### config.mk
export PLATFORM = sky130hd
export DESIGN_NAME = grayHitBuffer
export DESIGN_NICKNAME = d
export VERILOG_FILES = /design/src/rtl/ghbPkg.sv /design/src/rtl/ghbDatapath.sv /design/src/rtl/ghbControl.sv /design/src/rtl/grayHitBuffer.sv
export SDC_FILE = /design/constraint.sdc
export NUM_CORES = 2
export LEC_CHECK = 0
export CORE_ASPECT_RATIO = 0.7
export CORE_MARGIN = 3
export CORE_UTILIZATION = 63
export CTS_CLUSTER_DIAMETER = 150
export DETAILED_ROUTE_END_ITERATION = 6
export HOLD_SLACK_MARGIN = 0.12
export PLACE_DENSITY = 0.79
export SLEW_MARGIN = 40
export SYNTH_ARGS = -nofsm -noshare
export SYNTH_HDL_FRONTEND = slang
export SYNTH_SLANG_ARGS = --single-unit
### constraint.sdc
create_clock -name clk -period 7.25 [get_ports clk]
set_input_delay 1.45 -clock clk [delete_from_list [all_inputs] [get_ports clk]]
set_output_delay 1.45 -clock clk [all_outputs]
set_load 0.05 [all_outputs]
### src/rtl/ghbPkg.sv
package ghbPkg;

  // strobes from the sequencer to the datapath
  typedef struct packed {
    logic loadRec;   // load record of scanned slot into shifter and free slot
    logic loadEoe;   // load end-of-event marker into shifter
    logic freeCur;   // free scanned slot without sending
    logic popTrig;   // retire head trigger
  } ghbStrobeT;

  typedef enum logic [1:0] {
    ST_IDLE,
    ST_SCAN,
    ST_SEND,
    ST_EOE
  } ghbStateT;

endpackage

### src/rtl/ghbDatapath.sv
module ghbDatapath
  import ghbPkg::*;
#(
  parameter int TS_W       = 8,
  parameter int PIX_W      = 8,
  parameter int DEPTH      = 64,
  parameter int TRIG_DEPTH = 4,
  localparam int IDX_W     = (DEPTH > 1) ? $clog2(DEPTH) : 1
) (
  input  logic             clk,
  input  logic             rstN,
  input  logic [TS_W-1:0]  latency,
  input  logic             hitWr,
  input  logic [PIX_W-1:0] hitPix,
  input  logic [TS_W-1:0]  hitLeGray,
  input  logic [TS_W-1:0]  hitTeGray,
  input  logic             trigIn,
  input  ghbStrobeT        strobe,
  input  logic [IDX_W-1:0] scanIdx,
  output logic [TS_W-1:0]  tsGray,
  output logic             curValid,
  output logic             curMatch,
  output logic             curOlder,
  output logic             fifoEmpty,
  output logic             shBusy,
  output logic             serOut,
  output logic             serValid,
  output logic             overflow
);

  localparam int REC_LEN = 1 + PIX_W + 2 * TS_W;
  localparam int EOE_LEN = 1 + TS_W;
  localparam int CNT_W   = $clog2(REC_LEN + 1);
  localparam int TQ_AW   = (TRIG_DEPTH > 1) ? $clog2(TRIG_DEPTH) : 1;

  function automatic logic [TS_W-1:0] grayToBin(input logic [TS_W-1:0] g);
    logic [TS_W-1:0] b;
    b[TS_W-1] = g[TS_W-1];
    for (int i = TS_W - 2; i >= 0; i--) b[i] = b[i+1] ^ g[i];
    return b;
  endfunction

  // ---------------- time counter ----------------
  logic [TS_W-1:0] tsBin;

  always_ff @(posedge clk) begin
    if (!rstN) tsBin <= '0;
    else       tsBin <= tsBin + 1'b1;
  end

  assign tsGray = tsBin ^ (tsBin >> 1);

  // ---------------- hit pool ----------------
  logic [DEPTH-1:0] slotValid;
  logic [PIX_W-1:0] slotPix [DEPTH];
  logic [TS_W-1:0]  slotLe  [DEPTH];
  logic [TS_W-1:0]  slotTe  [DEPTH];
  logic [IDX_W-1:0] freeIdx;
  logic             poolFull;
  logic             wrOk;
  logic             clrCur;

  always_comb begin
    freeIdx = '0;
    for (int i = DEPTH - 1; i >= 0; i--) begin
      if (!slotValid[i]) freeIdx = IDX_W'(i);
    end
  end

  assign poolFull = &slotValid;
  assign wrOk     = hitWr && !poolFull;
  assign clrCur   = strobe.loadRec || strobe.freeCur;

  always_ff @(posedge clk) begin
    if (!rstN) begin
      slotValid <= '0;
    end else begin
      if (clrCur) slotValid[scanIdx] <= 1'b0;
      if (wrOk)   slotValid[freeIdx] <= 1'b1;
    end
  end

  always_ff @(posedge clk) begin
    if (wrOk) begin
      slotPix[freeIdx] <= hitPix;
      slotLe[freeIdx]  <= hitLeGray;
      slotTe[freeIdx]  <= hitTeGray;
    end
  end

  always_ff @(posedge clk) begin
    if (!rstN)                     overflow <= 1'b0;
    else if (hitWr && poolFull)    overflow <= 1'b1;
  end

  // ---------------- trigger queue ----------------
  logic [TS_W-1:0]  tqMem [TRIG_DEPTH];
  logic [TQ_AW-1:0] tqWr, tqRd;
  logic [TQ_AW:0]   tqCount;
  logic             tqPush, tqPop;
  logic [TS_W-1:0]  headT;

  assign tqPush    = trigIn && (tqCount != (TQ_AW+1)'(TRIG_DEPTH));
  assign tqPop     = strobe.popTrig;
  assign fifoEmpty = (tqCount == '0);
  assign headT     = tqMem[tqRd];

  function automatic logic [TQ_AW-1:0] nextPtr(input logic [TQ_AW-1:0] p);
    return (p == TQ_AW'(TRIG_DEPTH - 1)) ? '0 : p + 1'b1;
  endfunction

  always_ff @(posedge clk) begin
    if (!rstN) begin
      tqWr    <= '0;
      tqRd    <= '0;
      tqCount <= '0;
    end else begin
      if (tqPush) tqWr <= nextPtr(tqWr);
      if (tqPop)  tqRd <= nextPtr(tqRd);
      case ({tqPush, tqPop})
        2'b10:   tqCount <= tqCount + 1'b1;
        2'b01:   tqCount <= tqCount - 1'b1;
        default: tqCount <= tqCount;
      endcase
    end
  end

  always_ff @(posedge clk) begin
    if (tqPush) tqMem[tqWr] <= tsBin - latency;
  end

  // ---------------- age compare on scanned slot ----------------
  logic [TS_W-1:0] curLeBin;
  logic [TS_W-1:0] age;

  assign curLeBin = grayToBin(slotLe[scanIdx]);
  assign age      = headT - curLeBin;
  assign curValid = slotValid[scanIdx];
  assign curMatch = (age == '0);
  assign curOlder = !age[TS_W-1] && (age != '0);

  // ---------------- serial shifter ----------------
  logic [REC_LEN-1:0] shReg;
  logic [CNT_W-1:0]   shCnt;

  always_ff @(posedge clk) begin
    if (!rstN) begin
      shReg <= '0;
      shCnt <= '0;
    end else if (strobe.loadRec) begin
      shReg <= {1'b1, slotPix[scanIdx], curLeBin, grayToBin(slotTe[scanIdx])};
      shCnt <= CNT_W'(REC_LEN);
    end else if (strobe.loadEoe) begin
      shReg <= {1'b0, headT, {(REC_LEN - EOE_LEN){1'b0}}};
      shCnt <= CNT_W'(EOE_LEN);
    end else if (shCnt != '0) begin
      shReg <= shReg << 1;
      shCnt <= shCnt - 1'b1;
    end
  end

  assign serOut   = shReg[REC_LEN-1];
  assign serValid = (shCnt != '0);
  assign shBusy   = serValid;

  // ---------------- assertions ----------------
  AST_TS_ONE_BIT_STEP: assert property (@(posedge clk) disable iff (!rstN)
    1'b1 |=> $countones(tsGray ^ $past(tsGray)) == 1);

  AST_FULL_WRITE_FLAGS: assert property (@(posedge clk) disable iff (!rstN)
    hitWr && poolFull |=> overflow);

  AST_OVERFLOW_STICKY: assert property (@(posedge clk) disable iff (!rstN)
    overflow |=> overflow);

  AST_TQ_BOUND: assert property (@(posedge clk) disable iff (!rstN)
    tqCount <= (TQ_AW+1)'(TRIG_DEPTH));

  AST_POP_NONEMPTY: assert property (@(posedge clk) disable iff (!rstN)
    strobe.popTrig |-> !fifoEmpty);

  AST_LOAD_WHEN_IDLE: assert property (@(posedge clk) disable iff (!rstN)
    (strobe.loadRec || strobe.loadEoe) |-> !shBusy);

  AST_REC_START_BIT: assert property (@(posedge clk) disable iff (!rstN)
    strobe.loadRec |=> serValid && serOut);

  AST_EOE_START_BIT: assert property (@(posedge clk) disable iff (!rstN)
    strobe.loadEoe |=> serValid && !serOut);

  AST_CLEAR_VALID_ONLY: assert property (@(posedge clk) disable iff (!rstN)
    clrCur |-> curValid);

endmodule

### src/rtl/ghbControl.sv
module ghbControl
  import ghbPkg::*;
#(
  parameter int DEPTH  = 64,
  localparam int IDX_W = (DEPTH > 1) ? $clog2(DEPTH) : 1
) (
  input  logic             clk,
  input  logic             rstN,
  input  logic             curValid,
  input  logic             curMatch,
  input  logic             curOlder,
  input  logic             fifoEmpty,
  input  logic             shBusy,
  output ghbStrobeT        strobe,
  output logic [IDX_W-1:0] scanIdx
);

  ghbStateT state, nextState;
  logic     idxInc;
  logic     lastIdx;

  assign lastIdx = (scanIdx == IDX_W'(DEPTH - 1));

  always_comb begin
    strobe    = '0;
    nextState = state;
    idxInc    = 1'b0;
    case (state)
      ST_IDLE: begin
        if (!fifoEmpty) nextState = ST_SCAN;
      end
      ST_SCAN: begin
        if (curValid && curMatch) begin
          strobe.loadRec = 1'b1;
          nextState      = ST_SEND;
        end else begin
          strobe.freeCur = curValid && curOlder;
          if (lastIdx) begin
            strobe.loadEoe = 1'b1;
            nextState      = ST_EOE;
          end else begin
            idxInc = 1'b1;
          end
        end
      end
      ST_SEND: begin
        if (!shBusy) begin
          if (lastIdx) begin
            strobe.loadEoe = 1'b1;
            nextState      = ST_EOE;
          end else begin
            idxInc    = 1'b1;
            nextState = ST_SCAN;
          end
        end
      end
      ST_EOE: begin
        if (!shBusy) begin
          strobe.popTrig = 1'b1;
          nextState      = ST_IDLE;
        end
      end
      default: nextState = ST_IDLE;
    endcase
  end

  always_ff @(posedge clk) begin
    if (!rstN) begin
      state   <= ST_IDLE;
      scanIdx <= '0;
    end else begin
      state <= nextState;
      if (state == ST_IDLE) scanIdx <= '0;
      else if (idxInc)      scanIdx <= scanIdx + 1'b1;
    end
  end

  AST_ACTIVE_HAS_TRIGGER: assert property (@(posedge clk) disable iff (!rstN)
    state != ST_IDLE |-> !fifoEmpty);

  AST_IDLE_LINE_QUIET: assert property (@(posedge clk) disable iff (!rstN)
    state == ST_IDLE |-> !shBusy);

  AST_SCAN_STARTS_AT_ZERO: assert property (@(posedge clk) disable iff (!rstN)
    $rose(state == ST_SCAN) && $past(state) == ST_IDLE |-> scanIdx == '0);

endmodule

### src/rtl/grayHitBuffer.sv
module grayHitBuffer
  import ghbPkg::*;
#(
  parameter int TS_W       = 8,
  parameter int PIX_W      = 8,
  parameter int DEPTH      = 64,
  parameter int TRIG_DEPTH = 4
) (
  input  logic             clk,
  input  logic             rstN,
  input  logic [TS_W-1:0]  latency,
  input  logic             hitWr,
  input  logic [PIX_W-1:0] hitPix,
  input  logic [TS_W-1:0]  hitLeGray,
  input  logic [TS_W-1:0]  hitTeGray,
  input  logic             trigIn,
  output logic [TS_W-1:0]  tsGray,
  output logic             serOut,
  output logic             serValid,
  output logic             overflow
);

  localparam int IDX_W = (DEPTH > 1) ? $clog2(DEPTH) : 1;

  ghbStrobeT        strobe;
  logic [IDX_W-1:0] scanIdx;
  logic             curValid, curMatch, curOlder, fifoEmpty, shBusy;

  ghbDatapath #(
    .TS_W(TS_W), .PIX_W(PIX_W), .DEPTH(DEPTH), .TRIG_DEPTH(TRIG_DEPTH)
  ) u_dp (
    .clk(clk), .rstN(rstN), .latency(latency),
    .hitWr(hitWr), .hitPix(hitPix), .hitLeGray(hitLeGray), .hitTeGray(hitTeGray),
    .trigIn(trigIn), .strobe(strobe), .scanIdx(scanIdx),
    .tsGray(tsGray), .curValid(curValid), .curMatch(curMatch), .curOlder(curOlder),
    .fifoEmpty(fifoEmpty), .shBusy(shBusy),
    .serOut(serOut), .serValid(serValid), .overflow(overflow)
  );

  ghbControl #(
    .DEPTH(DEPTH)
  ) u_ctl (
    .clk(clk), .rstN(rstN),
    .curValid(curValid), .curMatch(curMatch), .curOlder(curOlder),
    .fifoEmpty(fifoEmpty), .shBusy(shBusy),
    .strobe(strobe), .scanIdx(scanIdx)
  );

  AST_SERIAL_NEEDS_TRIGGER: assert property (@(posedge clk) disable iff (!rstN)
    serValid |-> !fifoEmpty);

endmodule

==> flow_summary.rst <==
.. list-table::
   :header-rows: 1

   * - Metric
     - Value
   * - Half-perimeter wire length after detailed placement
     - 102000 um
   * - DRC violation count after routing
     - 0
   * - Arithmetic-cell share of the synthesized area counting full adders, half adders and majority gates
     - 0.650%
   * - CTS Hold Buffers Added
     - 0
   * - CP max-delay cell
     - or4b_2
   * - Biggest area contributors in the synthesized netlist
     - edfxtp_1 70%, mux4_2 15%, dfxtp_1 3.7%, mux4_1 1.0%, a21boi_0 0.68%
   * - Number of CTS-inserted buffers
     - 149
   * - Skew-Pair Late Insertion Delay
     - 0.78 ns
   * - Total buffers and inverters traversed by the critical path
     - 3
   * - Flip-flop cell with the highest count after synthesis
     - edfxtp_1
   * - Most used cell, CP
     - a21oi_1
   * - Total Routing Usage GR
     - 33.9%
   * - Kind of cell adding the most delay to the critical path
     - compound AO/OA/AOI/OAI gates
   * - Minimum clock period after layout
     - 6.95 ns
   * - Die X
     - 398 um
   * - Largest voltage drop on the vdd net
     - 0.252 mV
   * - Global-route wire length before repair
     - 264000 um
   * - Number of synthesized register bits
     - 1694
   * - Status
     - finished clean
   * - Classification of the worst setup path
     - reg -> reg
   * - Vias
     - 36294
   * - Die footprint
     - 112000 um^2
   * - Placer congestion estimate
     - 0.950
   * - Resized cells post-CTS
     - 0
   * - Synth top area share
     - 69.5%
   * - Mux contribution to synthesized area
     - 16.1%
   * - Final Routed Wirelength
     - 184000 um
   * - Synthesized instance count
     - 3325
   * - Kind of path behind the tightest hold check
     - reg -> reg
   * - Power per cell area
     - 261 nW/um^2
   * - Synthesized area per cell
     - 20.4 um^2
   * - Type of origin of the critical path
     - register
   * - Area grow syn2layout
     - 10.2%
   * - Simple logic cell fraction of the synthesized area
     - 3.19%
   * - Highest clock frequency the design can meet
     - 0.144 GHz
   * - Internal Dissipation
     - 15.3 mW
   * - Slew at the pin closest to its max-slew limit
     - 0.945 ns
   * - Master cell of the clock root buffer
     - clkbuf_16
   * - Critical Path AT
     - 7.64 ns
   * - Per-cell routed wire length
     - 36.8 um
   * - H-tree depth
     - 4
   * - Initial antenna violation count
     - 12
   * - Hold path startpoint
     - u_dp.shReg[0]
   * - Via density
     - 7.26
   * - Reg power frac
     - 55.3%
   * - Number of buffers added for setup after CTS
     - 0
   * - Maximum fanout along the worst path
     - 15
   * - Most area-hungry cell type in the Yosys netlist
     - edfxtp_1
   * - Clock tree from TritonCTS
     - built
   * - Sequential element share of the synthesized area
     - 73.2%
   * - Worst-path cell chain
     - buf_12 > buf_4 > mux4_1 > a22oi_1 > a21oi_1 > nor2_1 > o221ai_1 > xnor3_2 > xnor2_2 > buf_4 > xnor2_2 > xnor2_1 > ha_1 > nor2b_1 > o21a_1 > o211a_1 > or4b_2 > a21oi_1 > a31oi_1 > a21oi_1 > nand2b_1 > o21ai_0 > mux2_2 > nor2_1
   * - Area used by multi-input combinational logic
     - 16800 um^2
   * - Core area
     - 105000 um^2
   * - Share of synthesized flip-flops with an asynchronous set or reset
     - 0%
   * - Worst-path clk slew
     - 0.06 ns
   * - Final ANT Viol Nets
     - 0
   * - Share of cells above drive strength 1
     - 24.9%
   * - # nets final
     - 3532
   * - Final core utilization
     - 70.8%
   * - Maximum capacitance violations
     - 0
   * - Logic pwr share
     - 5.2%
   * - Overflow left after global routing
     - 0
   * - Post-route clock period utilization
     - 95.8%
   * - Total negative slack
     - 0 ns
   * - Most frequent cell after synthesis
     - edfxtp_1
   * - Xor and xnor fraction of the mapped netlist area
     - 0.641%
   * - Number of global-route vias before repair
     - 36504
   * - Net count after synthesis
     - 3395
   * - Maximum single-stage delay on the critical path
     - 0.65 ns
   * - Unique cell type count in the Yosys netlist
     - 78
   * - CP Capture Type
     - register
   * - Final-report hold violation count
     - 0
   * - Total area of sequential cells
     - 49600 um^2
   * - Detailed router's first-iteration violation count
     - 6142
   * - Die Y-Extent
     - 280 um
   * - Most frequent cells after synthesis
     - 1568 x edfxtp_1, 448 x mux4_2, 126 x dfxtp_1
   * - Worst setup skew after layout
     - 0.0301 ns
   * - Leakage Power
     - 23.1 nW
   * - Number of sinks driven by the clock tree
     - 1694
   * - Row count
     - 99
   * - Setup-violating endpoint count in the final report
     - 0
   * - Worst relative slew slack
     - 37.0%
   * - Clock network fraction of total power
     - 39.5%
   * - Pin count of the biggest net entering global routing
     - 114
   * - First-pass iteration count of the detailed router
     - 6
   * - Number of enable flip-flop cells after synthesis
     - 1568
   * - Fill cells
     - 6013
   * - Count of pins on the block boundary
     - 47
   * - Max Buffers Root-to-Sink
     - 3
   * - Power dissipated by switching net loads
     - 4.21 mW
   * - Main combinational cell family by area after synthesis
     - multiplexers
   * - RSZ-0062 raised after global routing
     - no
   * - Post-synthesis cell area
     - 67700 um^2
   * - Switching share of power
     - 21.6%
   * - CP required
     - 7.94 ns
   * - Synth Warn #
     - 0
   * - IO Port Bufs
     - 46
   * - Initial core utilization
     - 64.3%
   * - Compound-gate portion of the synthesized area
     - 3.95%
   * - Total count of max-transition violations in the final report
     - 0
==> power groups by stage <==
stage                     Combinational, mW  Sequential, mW  Clock (mW)
after floorplan                       0.627            11.0           0
after global placement                0.940            11.0           0
after detailed placement              0.990            11.0           0
after CTS                             0.999            10.8        7.78
after global routing                   1.09            10.8        8.13
final                                  1.02            10.8        7.71
==> per-layer routing <==
metal,part of all wire (%),track usage [%],up-vias
met5,0.12,0,-
met4,3.9,12.5,8
met3,15,10.8,509
met2,45,49.9,3049
met1,36,48.6,18642
li1,-,-,14086
==> cell families (layout without fill, tap and decap cells) <==
| logic type | Yosys count | after routing |
|---|---|---|
| muxes | 488 | 488 |
| buffers and inverters | 278 | 534 |
| AOI/OAI and AO/OA | 394 | 394 |
| adders and majority gates | 34 | 34 |
| DFF | 1694 | 1694 |
| xor gates and xnor gates | 42 | 42 |
| other | 0 | 6 |
| and+or+nand+nor | 395 | 395 |
==> worst register-to-register path: stages (launching register included) <==
cell and delay (ns):
dfxtp_4 0.54, buf_12 0.23, buf_4 0.25, mux4_1 0.59
a22oi_1 0.24, a21oi_1 0.15, nor2_1 0.14, o221ai_1 0.29
xnor3_2 0.58, xnor2_2 0.18, buf_4 0.16, xnor2_2 0.15
xnor2_1 0.25, ha_1 0.22, nor2b_1 0.06, o21a_1 0.19
o211a_1 0.27, or4b_2 0.65, a21oi_1 0.19, a31oi_1 0.15
a21oi_1 0.30, nand2b_1 0.53, o21ai_0 0.19, mux2_2 0.29
nor2_1 0.11
==> stage by stage <==
step	total power, mW	area, um^2	cells	setup slack, ns	hold slack, ns
2_1_floorplan	11.6	67700	3325	1.38	0.434
3_3_place_gp	11.9	69800	4723	0.642	0.454
3_5_place_dp	12.0	70000	4725	0.434	0.457
4_1_cts	19.6	74600	4995	0.403	0.465
5_1_grt	20.0	74700	4996	0.0665	0.485
6_report	19.5	74700	5001	0.304	0.468
==> final cells by class <==
type                    count  area share, %
repair buffers            171           1.96
flip-flops and latches   1694           66.5
well taps                1414           2.37
multi-input cells        1353           22.4
clock buffers             204           5.47
diodes                      6         0.0201
inverters                  93          0.531
clock inverters            66          0.747
==> path summary, 6_finish.rpt <==
kind | endpoint | cells past startpoint | slack [ns]
max | u_dp.shReg[12] | 24 | 0.30
max reg2reg | u_dp.shReg[12] | 24 | 0.30
min | u_dp.shReg[0] | 2 | 0.47
min reg2reg | u_dp.shReg[0] | 2 | 0.47
==> state kept, by name, indices dropped and copies added (netlist names), named ones only <==
signal,count
u_ctl.scanIdx,6
u_ctl.state,2
u_dp.overflow,1
u_dp.shCnt,5
u_dp.shReg,25
u_dp.slotLe,512
u_dp.slotPix,512
u_dp.slotTe,512
u_dp.slotValid,64
u_dp.tqCount,3
u_dp.tqMem,32
u_dp.tqRd,2
u_dp.tqWr,2
u_dp.tsBin,8
==> cell usage in the layout (no fill, tap or decap), drive strengths merged, types with 7 or more instances in the layout <==
master	Yosys	final
o21ai	92	92
a22o	21	21
a22oi	46	46
clkinv	2	61
nor2	56	56
a221oi	14	14
a21boi	62	62
and3	13	13
nor3	22	22
ha	32	32
or4b	8	8
nand2	81	81
a31oi	10	10
clkdlybuf4s50	0	21
clkbuf	97	205
dfxtp	126	126
mux2	8	8
buf	87	149
or3	10	10
nor4b	7	7
nor2b	25	25
edfxtp	1568	1568
and2	25	25
xnor2	26	26
mux4	474	474
xor2	14	14
inv	91	87
nand3	68	68
nand2b	12	12
a21oi	58	58
nand4	33	33
o21a	36	36
o22ai	9	9
Power figures use the tool's default switching activity.
